### src/rtl/pwm_oc_pkg.sv
package pwm_oc_pkg;
  // control word: [3N-1 : 2N] crossover (pair 0 at msb), [2N-1 : 0] disables (pair 0 hi at msb)
  function automatic int xover_bit(input int p, input int n);
    return 3 * n - 1 - p;
  endfunction

  function automatic int dis_hi_bit(input int p, input int n);
    return 2 * n - 1 - 2 * p;
  endfunction

  function automatic int dis_lo_bit(input int p, input int n);
    return 2 * n - 2 - 2 * p;
  endfunction
endpackage

### src/rtl/pwm_oc_cfg.sv
module pwm_oc_cfg #(
  parameter int CW = 9
) (
  input  logic          clk_i,
  input  logic          rst_ni,
  input  logic          wr_i,
  input  logic [CW-1:0] wdata_i,
  input  logic          period_start_i,
  output logic [CW-1:0] pend_o,
  output logic [CW-1:0] act_o,
  output logic [CW-1:0] act_nxt_o
);
  logic [CW-1:0] pend_q, act_q, pend_nxt;

  assign pend_nxt  = wr_i ? wdata_i : pend_q;
  // coincident write lands in the same period start
  assign act_nxt_o = period_start_i ? pend_nxt : act_q;

  always_ff @(posedge clk_i or negedge rst_ni) begin
    if (!rst_ni) begin
      pend_q <= '0;
      act_q  <= '0;
    end else begin
      pend_q <= pend_nxt;
      act_q  <= act_nxt_o;
    end
  end

  assign pend_o = pend_q;
  assign act_o  = act_q;
endmodule

### src/rtl/pwm_oc_pair.sv
module pwm_oc_pair (
  input  logic swap_i,
  input  logic dis_hi_i,
  input  logic dis_lo_i,
  input  logic hi_i,
  input  logic lo_i,
  output logic hi_o,
  output logic lo_o
);
  logic hi_x, lo_x;

  assign hi_x = swap_i ? lo_i : hi_i;
  assign lo_x = swap_i ? hi_i : lo_i;
  // gate per physical pad, after swap
  assign hi_o = hi_x & ~dis_hi_i;
  assign lo_o = lo_x & ~dis_lo_i;
endmodule

### src/rtl/pwm_oc_pad_reg.sv
module pwm_oc_pad_reg #(
  parameter int N = 3
) (
  input  logic         clk_i,
  input  logic         rst_ni,
  input  logic [N-1:0] hi_i,
  input  logic [N-1:0] lo_i,
  output logic [N-1:0] hi_o,
  output logic [N-1:0] lo_o
);
  always_ff @(posedge clk_i or negedge rst_ni) begin
    if (!rst_ni) begin
      hi_o <= '0;
      lo_o <= '0;
    end else begin
      hi_o <= hi_i;
      lo_o <= lo_i;
    end
  end
endmodule

### src/rtl/pwm_out_ctrl.sv
module pwm_out_ctrl #(
  parameter int N_PAIRS = 3,
  localparam int CW = 3 * N_PAIRS
) (
  input  logic               clk_i,
  input  logic               rst_ni,
  input  logic               cfg_wr_i,
  input  logic [CW-1:0]      cfg_wdata_i,
  output logic [CW-1:0]      cfg_rdata_o,
  input  logic               period_start_i,
  input  logic [N_PAIRS-1:0] pwm_hi_i,
  input  logic [N_PAIRS-1:0] pwm_lo_i,
  output logic [N_PAIRS-1:0] pad_hi_o,
  output logic [N_PAIRS-1:0] pad_lo_o
);
  import pwm_oc_pkg::*;

  logic [CW-1:0]      act_cfg, act_nxt;
  logic [N_PAIRS-1:0] hi_d, lo_d;

  pwm_oc_cfg #(.CW(CW)) cfg_i (
    .clk_i          (clk_i),
    .rst_ni         (rst_ni),
    .wr_i           (cfg_wr_i),
    .wdata_i        (cfg_wdata_i),
    .period_start_i (period_start_i),
    .pend_o         (cfg_rdata_o),
    .act_o          (act_cfg),
    .act_nxt_o      (act_nxt)
  );

  for (genvar p = 0; p < N_PAIRS; p++) begin : g_pair
    pwm_oc_pair pair_i (
      .swap_i   (act_nxt[xover_bit(p, N_PAIRS)]),
      .dis_hi_i (act_nxt[dis_hi_bit(p, N_PAIRS)]),
      .dis_lo_i (act_nxt[dis_lo_bit(p, N_PAIRS)]),
      .hi_i     (pwm_hi_i[p]),
      .lo_i     (pwm_lo_i[p]),
      .hi_o     (hi_d[p]),
      .lo_o     (lo_d[p])
    );
  end

  pwm_oc_pad_reg #(.N(N_PAIRS)) pad_i (
    .clk_i  (clk_i),
    .rst_ni (rst_ni),
    .hi_i   (hi_d),
    .lo_i   (lo_d),
    .hi_o   (pad_hi_o),
    .lo_o   (pad_lo_o)
  );
endmodule

### config.mk
export PLATFORM = sky130hd
export DESIGN_NAME = pwm_out_ctrl
export DESIGN_NICKNAME = d
export VERILOG_FILES = /design/src/rtl/pwm_oc_pkg.sv /design/src/rtl/pwm_oc_cfg.sv /design/src/rtl/pwm_oc_pair.sv /design/src/rtl/pwm_oc_pad_reg.sv /design/src/rtl/pwm_out_ctrl.sv
export SDC_FILE = /design/constraint.sdc
export NUM_CORES = 1
export LEC_CHECK = 0
export BUFFER_PORTS_ARGS = -buffer_cell sky130_fd_sc_hd__buf_2
export CAP_MARGIN = 0
export CORE_MARGIN = 2
export CORE_UTILIZATION = 52
export CTS_CLUSTER_SIZE = 12
export DETAILED_ROUTE_END_ITERATION = 6
export MAX_ROUTING_LAYER = met4
export PLACE_DENSITY = 0.94
export SLEW_MARGIN = 20
export SYNTH_ARGS = -nofsm -noshare
export SYNTH_HDL_FRONTEND = slang
export SYNTH_SLANG_ARGS = --single-unit
export TNS_END_PERCENT = 50
### constraint.sdc
create_clock -name clk_i -period 3.2 [get_ports clk_i]
set_input_delay 0.64 -clock clk_i [delete_from_list [all_inputs] [get_ports clk_i]]
set_output_delay 0.64 -clock clk_i [all_outputs]
set_load 0.02 [all_outputs]
==> impl_metrics.json <==
{
  "post_cts_buffers": 0,
  "dieArea_sq_um": 2376,
  "peakVddDrop_uv": 270.7,
  "layout_min_cycle_time_ns": 1.525,
  "yosysUniqueCellTypes": 12,
  "tritoncts": "built",
  "antenna_found_initial": 0,
  "syn_inst": 73,
  "synth_seq_cells": 24,
  "power_density_nw_per_um2": 528.8,
  "synth_area_sq_um": 1041,
  "slowest_delay_ns": 0.39,
  "net-switching-power_mw": 0.1861,
  "pwr-share-comb_pct": 23.7,
  "routedWlPerCell_um": 14.21,
  "hpwl_um": 1424,
  "crit_required_ns": 3.41,
  "grt_pass1_wl_um": 3298,
  "p_leak_nw": 0.6236,
  "worst-path-max-fanout": 9,
  "relSlewSlack_pct": 65.48,
  "clock-skew-final_ns": 0.003209,
  "initial_utilization_pct": 54.17,
  "cts.repair.resized": 0,
  "rsz0062_at_grt": "false",
  "clk_pin_slew_ns": 0.12,
  "first_pass_iters": 4,
  "die_w_um": 48.74,
  "io_buffers": 33,
  "cts.sinks": 24,
  "die_h_um": 48.74,
  "vias": 702,
  "holdCritPathClass": "in2async",
  "outcome": "completed",
  "power_frac_clock_pct": 23.1,
  "cpMaxStageDelayCell": "mux2i_1",
  "drc": 0,
  "worst_slew_pin_slew_ns": 0.5178,
  "ant_nets": 0,
  "syn_avg_cell_area_sq_um": 14.26,
  "grt_pass1_vias": 722,
  "synth_fp_nets": 92,
  "cts_hold_buffers": 0,
  "worstSetupPathType": "in2reg",
  "fmax_mhz": 655.7,
  "io-pin-count": 34,
  "nets": 127,
  "gr-total-overflow": 0,
  "diodes": 0,
  "final_common_cell": "buf_2",
  "grt.total_usage_pct": 18.90,
  "internal_power_mw": 0.4782,
  "numCtsBuffers": 3,
  "grt_max_degree": 25,
  "drv_slew": 0,
  "clockBufferDepth": 2,
  "drive_gt1_share_pct": 54.21,
  "routed_wl_um": 1904,
  "synth.top_cell.area_share_pct": 57.69,
  "seqPwrFrac_pct": 53.2,
  "setup_viol": 0,
  "endpoint_kind": "register",
  "place.gp.congestion": 0.7297,
  "vias_per_cell": 5.239,
  "max_cap_viol_count": 0,
  "cts_max_level": 1,
  "yosys.area.top_type": "dfrtp_1",
  "critPathTopFamily": "buffers and inverters",
  "final_cell_mix": "33 x buf_2, 24 x dfrtp_1, 12 x mux2_4, 12 x o211ai_1, 6 x a21oi_2",
  "total_power_mw": 0.6643,
  "crit_chain": "buf_2 > mux2i_1 > inv_1 > o211ai_1 > a21oi_2",
  "worstPathArrival_ns": 1.73,
  "yosys-top-cells-area": "dfrtp_1 58%, mux2_4 17%, o211ai_1 8.7%",
  "timing.final.crit_share_pct": 47.66,
  "critPathLaunchType": "input port",
  "cts_root_buf": "clkbuf_4",
  "ys_seq_area_share_pct": 57.69,
  "swShare_pct": 28.01,
  "hold_viol_final": 0,
  "clk_latency_ns": 0.31,
  "critPathBufInv": 2,
  "fin_setup_tns_ns": 0,
  "rows": 16,
  "drt_iter0_markers": 7,
  "yosysWarnings": 0,
  "core_area_sq_um": 1922,
  "area_growth_pct": 20.67
}
[power groups by stage]
stage	clock, mW	combinational, mW	sequential (mW)
after floorplan	0	0.0777	0.387
after global placement	0	0.151	0.358
after detailed placement	0	0.158	0.360
after CTS	0.162	0.159	0.353
after global routing	0.169	0.171	0.358
final	0.154	0.157	0.353
[through the flow]
step	setup WS (ns)	hold slack, ns	utilization [%]	cell area (sq um)	std cells
after floorplan	1.681	0.3444	-	1041	73
after global placement	1.450	0.4843	63.48	1220	130
after detailed placement	1.350	0.4882	63.48	1220	130
after CTS	1.671	0.2837	65.36	1256	134
after global routing	1.558	0.3153	65.36	1256	134
final	1.675	0.2817	65.36	1256	134
[synthesized netlist by cell type]
cell,instances
dfrtp_1,24
mux2_4,12
o211ai_1,12
a21oi_2,6
inv_1,4
mux2i_1,3
nand2b_1,3
o21ai_0,3
or2_2,3
buf_2,1
buf_6,1
clkbuf_1,1
[registers in the layout (all words and copies together) (netlist names)]
signal,flops
pad_i.hi_o,3
cfg_i.act_o,9
pad_i.lo_o,3
cfg_i.pend_o,9
[layout make-up]
| type | count | area (sq um) |
|---|---|---|
| inverter | 4 | 15.01 |
| tap | 27 | 33.78 |
| fill | 156 | 665.6 |
| timing repair buffer | 33 | 165.2 |
| multi-input combinational | 42 | 405.4 |
| sequential | 24 | 600.6 |
| clock buffer | 4 | 36.28 |
[worst paths after layout]
check,start,endpoint,slack [ns],cells after the start
worst max-delay path,cfg_wr_i,pad_i.lo_o[1],1.67,5
min in group clk_i,cfg_i.act_o[5],cfg_i.act_o[5],0.51,1
max in group asynchronous,rst_ni,cfg_i.act_o[5],2.57,1
worst min-delay path,rst_ni,cfg_i.act_o[2],0.28,1
worst max register to register,cfg_i.pend_o[7],pad_i.lo_o[1],1.99,4
worst min register to register,cfg_i.act_o[5],cfg_i.act_o[5],0.51,1
[logic make-up (layout without fill, tap and decap cells)]
family | Yosys count | count (layout) | synth area share, %
muxes | 15 | 15 | 20.19
AOI/OAI and AO/OA | 21 | 21 | 15.14
buffers and inverters | 7 | 41 | 3.364
DFF | 24 | 24 | 57.69
and+or+nand+nor | 6 | 6 | 3.606
[metal layers]
metal | track usage, % | up-vias | share of wire [%]
met1 | 24.06 | 329 | 43
met2 | 30.14 | 32 | 48
met5 | - | - | 0
met3 | 1.852 | 5 | 6.0
li1 | - | 336 | -
met4 | 10.00 | 0 | 2.4
Power figures use the tool's default switching activity.
